### config.mk
export PLATFORM = sky130hd
export DESIGN_NAME = tbit_pred_unit
export DESIGN_NICKNAME = d
export VERILOG_FILES = /design/src/rtl/tbit_pkg.sv /design/src/rtl/tbit_bit_pick.sv /design/src/rtl/tbit_dest_ctrl.sv /design/src/rtl/tbit_pred_file.sv /design/src/rtl/tbit_pred_unit.sv
export SDC_FILE = /design/constraint.sdc
export NUM_CORES = 1
export LEC_CHECK = 0
export ABC_AREA = 1
export BUFFER_PORTS_ARGS = -buffer_cell sky130_fd_sc_hd__buf_2
export CELL_PAD_IN_SITES_DETAIL_PLACEMENT = 0
export CELL_PAD_IN_SITES_GLOBAL_PLACEMENT = 1
export CORE_UTILIZATION = 41
export CTS_CLUSTER_DIAMETER = 120
export CTS_CLUSTER_SIZE = 10
export DETAILED_ROUTE_END_ITERATION = 6
export MAX_ROUTING_LAYER = met4
export PLACE_DENSITY = 0.9
export SLEW_MARGIN = 20
export SYNTH_ARGS = -nofsm -noshare
export SYNTH_HDL_FRONTEND = slang
export SYNTH_SLANG_ARGS = --single-unit
### constraint.sdc
create_clock -name clk -period 7.8 [get_ports clk]
set_input_delay 1.56 -clock clk [delete_from_list [all_inputs] [get_ports clk]]
set_output_delay 1.56 -clock clk [all_outputs]
set_load 0.1 [all_outputs]
### src/rtl/tbit_pkg.sv
package tbit_pkg;

    typedef enum logic [2:0] {
        CT_NORMAL   = 3'd0,
        CT_UNCOND   = 3'd1,
        CT_PAR_AND  = 3'd2,
        CT_PAR_OR   = 3'd3,
        CT_OR_ANDCM = 3'd4,
        CT_AND_ORCM = 3'd5
    } ctype_e;

endpackage

### src/rtl/tbit_bit_pick.sv
module tbit_bit_pick #(
    parameter int DATA_W = 64,
    localparam int POS_W = $clog2(DATA_W)
) (
    input  logic [DATA_W-1:0] src_i,
    input  logic [POS_W-1:0]  pos_i,
    output logic              bit_o
);

    always_comb begin
        bit_o = src_i[pos_i];
    end

endmodule

### src/rtl/tbit_dest_ctrl.sv
module tbit_dest_ctrl
    import tbit_pkg::*;
#(
    parameter int NPRED = 64,
    localparam int IDX_W = $clog2(NPRED)
) (
    input  logic             valid_i,
    input  logic             bit_i,
    input  logic             rel_nz_i,
    input  logic [2:0]       ctype_i,
    input  logic             qual_i,
    input  logic [IDX_W-1:0] dst_a_i,
    input  logic [IDX_W-1:0] dst_b_i,
    output logic             fault_o,
    output logic             en_a_o,
    output logic [IDX_W-1:0] idx_a_o,
    output logic             dat_a_o,
    output logic             en_b_o,
    output logic [IDX_W-1:0] idx_b_o,
    output logic             dat_b_o
);

    ctype_e ct;
    logic   swap;
    logic   z_res;
    logic   par_res;
    logic   same_dst;
    logic   en_a_raw, en_b_raw;

    assign ct = ctype_e'(ctype_i);

    // Normal and unconditional types only carry the zero relation;
    // a non-zero request exchanges the destinations instead.
    always_comb begin
        swap     = ((ct == CT_NORMAL) || (ct == CT_UNCOND)) && rel_nz_i;
        idx_a_o  = swap ? dst_b_i : dst_a_i;
        idx_b_o  = swap ? dst_a_i : dst_b_i;
        z_res    = ~bit_i;
        par_res  = rel_nz_i ? bit_i : ~bit_i;
        same_dst = (dst_a_i == dst_b_i);
        fault_o  = valid_i && same_dst && (qual_i || (ct == CT_UNCOND));
    end

    always_comb begin
        en_a_raw = 1'b0;
        en_b_raw = 1'b0;
        dat_a_o  = 1'b0;
        dat_b_o  = 1'b0;
        unique case (ct)
            CT_NORMAL: begin
                if (qual_i) begin
                    en_a_raw = 1'b1;
                    en_b_raw = 1'b1;
                    dat_a_o  = z_res;
                    dat_b_o  = ~z_res;
                end
            end
            CT_UNCOND: begin
                en_a_raw = 1'b1;
                en_b_raw = 1'b1;
                if (qual_i) begin
                    dat_a_o = z_res;
                    dat_b_o = ~z_res;
                end
            end
            CT_PAR_AND: begin
                if (qual_i && !par_res) begin
                    en_a_raw = 1'b1;
                    en_b_raw = 1'b1;
                end
            end
            CT_PAR_OR: begin
                if (qual_i && par_res) begin
                    en_a_raw = 1'b1;
                    en_b_raw = 1'b1;
                    dat_a_o  = 1'b1;
                    dat_b_o  = 1'b1;
                end
            end
            CT_OR_ANDCM: begin
                if (qual_i && par_res) begin
                    en_a_raw = 1'b1;
                    en_b_raw = 1'b1;
                    dat_a_o  = 1'b1;
                end
            end
            CT_AND_ORCM: begin
                if (qual_i && !par_res) begin
                    en_a_raw = 1'b1;
                    en_b_raw = 1'b1;
                    dat_b_o  = 1'b1;
                end
            end
            default: begin
                en_a_raw = 1'b0;
                en_b_raw = 1'b0;
            end
        endcase
    end

    assign en_a_o = valid_i && !fault_o && en_a_raw;
    assign en_b_o = valid_i && !fault_o && en_b_raw;

endmodule

### src/rtl/tbit_pred_file.sv
module tbit_pred_file #(
    parameter int NPRED = 64,
    localparam int IDX_W = $clog2(NPRED)
) (
    input  logic             clk,
    input  logic             rst_n,
    input  logic             we_a,
    input  logic [IDX_W-1:0] wi_a,
    input  logic             wd_a,
    input  logic             we_b,
    input  logic [IDX_W-1:0] wi_b,
    input  logic             wd_b,
    input  logic [IDX_W-1:0] ri_a,
    input  logic [IDX_W-1:0] ri_b,
    output logic             rv_a,
    output logic             rv_b
);

    logic [NPRED-1:0] preds;

    for (genvar i = 0; i < NPRED; i++) begin : g_ent
        if (i == 0) begin : g_hard
            assign preds[i] = 1'b1;
        end else begin : g_reg
            always_ff @(posedge clk) begin
                if (!rst_n) begin
                    preds[i] <= 1'b0;
                end else if (we_a && (wi_a == IDX_W'(i))) begin
                    preds[i] <= wd_a;
                end else if (we_b && (wi_b == IDX_W'(i))) begin
                    preds[i] <= wd_b;
                end
            end
        end
    end

    assign rv_a = preds[ri_a];
    assign rv_b = preds[ri_b];

endmodule

### src/rtl/tbit_pred_unit.sv
module tbit_pred_unit #(
    parameter int DATA_W = 64,
    parameter int NPRED  = 64,
    localparam int POS_W = $clog2(DATA_W),
    localparam int IDX_W = $clog2(NPRED)
) (
    input  logic              clk,
    input  logic              rst_n,
    input  logic              op_valid,
    input  logic [DATA_W-1:0] src_val,
    input  logic [POS_W-1:0]  bit_pos,
    input  logic              rel_nz,
    input  logic [2:0]        ctype,
    input  logic              qual,
    input  logic [IDX_W-1:0]  dst_a,
    input  logic [IDX_W-1:0]  dst_b,
    input  logic [IDX_W-1:0]  rd_idx_a,
    input  logic [IDX_W-1:0]  rd_idx_b,
    output logic              fault,
    output logic              wr_en_a,
    output logic [IDX_W-1:0]  wr_idx_a,
    output logic              wr_dat_a,
    output logic              wr_en_b,
    output logic [IDX_W-1:0]  wr_idx_b,
    output logic              wr_dat_b,
    output logic              rd_val_a,
    output logic              rd_val_b
);

    logic sel_bit;

    tbit_bit_pick #(.DATA_W(DATA_W)) u_pick (
        .src_i (src_val),
        .pos_i (bit_pos),
        .bit_o (sel_bit)
    );

    tbit_dest_ctrl #(.NPRED(NPRED)) u_ctrl (
        .valid_i  (op_valid),
        .bit_i    (sel_bit),
        .rel_nz_i (rel_nz),
        .ctype_i  (ctype),
        .qual_i   (qual),
        .dst_a_i  (dst_a),
        .dst_b_i  (dst_b),
        .fault_o  (fault),
        .en_a_o   (wr_en_a),
        .idx_a_o  (wr_idx_a),
        .dat_a_o  (wr_dat_a),
        .en_b_o   (wr_en_b),
        .idx_b_o  (wr_idx_b),
        .dat_b_o  (wr_dat_b)
    );

    tbit_pred_file #(.NPRED(NPRED)) u_file (
        .clk   (clk),
        .rst_n (rst_n),
        .we_a  (wr_en_a),
        .wi_a  (wr_idx_a),
        .wd_a  (wr_dat_a),
        .we_b  (wr_en_b),
        .wi_b  (wr_idx_b),
        .wd_b  (wr_dat_b),
        .ri_a  (rd_idx_a),
        .ri_b  (rd_idx_b),
        .rv_a  (rd_val_a),
        .rv_b  (rd_val_b)
    );

endmodule

==> results by group <==
Status
  – Status: finished clean

Setup path
  – Worst setup EP type: primary output
  – Worst Setup Start Kind: input port
  – Worst EP arrival: 4.60 ns
  – Worst-path fanout max: 82
  – WP data required: 6.24 ns
  – Crit path kind: input port to primary output

Synthesis
  – Synth Flop Type: dfxtp_1
  – Syn Area/Cell: 5.136 um^2
  – Post-synth ARST share: 0
  – Count of cell types in the netlist: 37
  – Post-synth EDFFs: 0
  – Area contributors post-synth: nand2_1 (21%), dfxtp_1 (17%), nor2_1 (12%)
  – Syn_nets: 1540
  – Post-synthesis sequential area ratio: 0.1708
  – Mapped Area: 7386 um^2
  – Synth warnings: 0
  – Post-synth top area share: 0.2063
  – FF+latch count, synth: 63
  – Syn Inst Count: 1438
  – Yosys top cell by area: nand2_1

Clock tree
  – Clk_lat worst skew: 0.35 ns
  – Clock sink total: 63
  – # hold bufs at CTS: 0
  – TritonCTS buffer count: 9
  – CTS tree: done
  – H-tree Lvls: 3
  – Resize count post-CTS: 0
  – Worst-path clk slew: 0.06 ns
  – CTS root buf: clkbuf_16
  – Post-CTS Setup Inserts: 0
  – Clock Path Buffers: 2

STA
  – Crit path time final: 6.157 ns
  – Slew headroom: 0.3974
  – Max Slew Vio Count: 0
  – FMAX: 0.1624 GHz
  – Clock skew: 0 ns
  – Setup total negative slack: 0 ns
  – Setup violators final: 0
  – Worst slew pin tran: 0.9038 ns
  – Final hold viol count: 0
  – Final Cycle Share: 0.7894
  – RSZ-0062 raised after global routing: false

Layout
  – Area Growth Syn to Fin: 11.27%
  – Nets: 1595
  – FILL cells: 1953
  – Biggest register: u_file.preds
  – Max reg flops: 63
  – Top Registers: u_file.preds: 63 flops
  – Most common cell after layout, fill and taps aside: nand2_1
  – Number of antenna diodes: 0
  – Design area: 8218 um^2
  – Commonest cells after routing, fill and taps aside: nand2_1 (405), nor2_1 (237), inv_1 (216)
  – Share of layout cells above drive strength 1: 0.1175

Routing
  – ANT nets after route: 0
  – WL/cell: 15.57 um
  – 1st-iter DRT viols: 1084
  – Vias per cell: 5.367
  – Drc violations: 0
  – DRT Wirelength: 26830 um
  – Vias: 9247
  – Drt pass-1 iters: 6

Job
  – Max-cap check violation count: 0

GRT
  – First-pass GRT wire length: 42880 um
  – Grt ovf: 0
  – Total track usage: 0.3071
  – Vias in the first global route: 8215
  – Initial antenna violation count: 0
  – Largest net degree at the start of global routing: 83

Placed design
  – Post-DP HPWL: 18240 um
  – Placer Congestion: 0.9558
  – Port Buf Inserts: 120
  – DP Area: 7925 um^2

Power
  – Lkg Pwr: 3.514 nW
  – Worst VDD drop: 0.0001204 V
  – Pwr per Cell Area: 134.4 nW/um^2

Floorplanning
  – Die area: 18550 um^2
  – FP Rows: 48
  – DIE WIDTH: 136.2 um
  – Initial Util: 0.4241
  – Die Y: 136.2 um
  – I/O pin total: 121
  – Core box area: 17420 um^2

Min path
  – Tightest Hold Check Type: flop to flop
## worst max-delay path, stage by stage
cell and delay [ns]:
buf_2 0.44, inv_4 0.24, nand2_1 0.12, nand3_1 0.07, nand3_1 0.10, nand2_1 0.07, nand2_1 0.06, nand3_1 0.09
nand3_2 0.11, nand3_1 0.08, nand2_1 0.11, nand3_2 0.11, nand3_4 0.07, buf_4 0.68, nand2_2 0.11, inv_2 0.12
buf_2 0.43
## metal layers
layer | up-vias | global-route usage | wire length (um)
li1 | 4664 | - | -
met1 | 4047 | 0.4060 | 11660
met2 | 470 | 0.4566 | 11390
met3 | 66 | 0.06040 | 2972
met4 | 0 | 0.1179 | 808
met5 | - | - | 0
## synth_stat cells (all sizes together) (3+ instances only)
| master | number |
|---|---|
| a221oi | 12 |
| o22ai | 4 |
| o21ai | 94 |
| a21oi | 103 |
| nand3 | 111 |
| inv | 221 |
| nand4 | 12 |
| nand2 | 418 |
| o221ai | 3 |
| a31oi | 4 |
| buf | 43 |
| o211ai | 53 |
| nor2 | 240 |
| dfxtp | 63 |
| clkbuf | 39 |
| clkinv | 8 |
## where the power goes
group          internal [mW]  switching (mW)
Combinational         0.0805           0.277
Clock                  0.256           0.165
Sequential             0.324         0.00146
## metrics by stage
step	utilization	power [mW]	std cells	hold WS [ns]	setup slack, ns
finish	0.4718	1.104	1723	0.5293	1.643
global route	0.4718	1.148	1723	0.5710	1.361
CTS	0.4718	1.101	1723	0.5296	1.659
detailed placement	0.4550	0.6819	1707	0.5194	1.655
global placement	0.4550	0.6820	1707	0.5162	1.717
floorplan	-	0.5863	1438	0.4988	1.200
## final timing paths
| check | from | end | slack, ns | cells after the start |
|---|---|---|---|---|
| max reg2reg | u_file.preds[4]$_SDFFE_PN0P_ | u_file.preds[4]$_SDFFE_PN0P_ | 7.03 | 4 |
| max | bit_pos[0] | wr_en_b | 1.64 | 17 |
| min reg2reg | u_file.preds[40]$_SDFFE_PN0P_ | u_file.preds[40]$_SDFFE_PN0P_ | 0.53 | 4 |
| min | u_file.preds[40]$_SDFFE_PN0P_ | u_file.preds[40]$_SDFFE_PN0P_ | 0.53 | 4 |
## cell type report
| class | instances | area (um^2) | share of cell area |
|---|---|---|---|
| Clock inverter | 3 | 42.54 | 0.005177 |
| Multi-Input combinational cell | 1064 | 4875 | 0.5932 |
| Tap cell | 225 | 281.5 | 0.03426 |
| Clock buffer | 13 | 250.2 | 0.03045 |
| Inverter | 229 | 862.1 | 0.1049 |
| Timing Repair Buffer | 126 | 645.6 | 0.07856 |
| Sequential cell | 63 | 1261 | 0.1535 |
## logic make-up (layout without fill, tap and decap cells)
family	after synthesis	after routing	synth area share
AO/OA/AOI/OAI	279	279	0.2236
XOR/XNOR	2	2	0.002372
buffers and inverters	311	371	0.1721
flip-flops	63	63	0.1708
AND/OR/NAND/NOR	783	783	0.4311
Note: power is estimated with default switching activity, not from simulation.
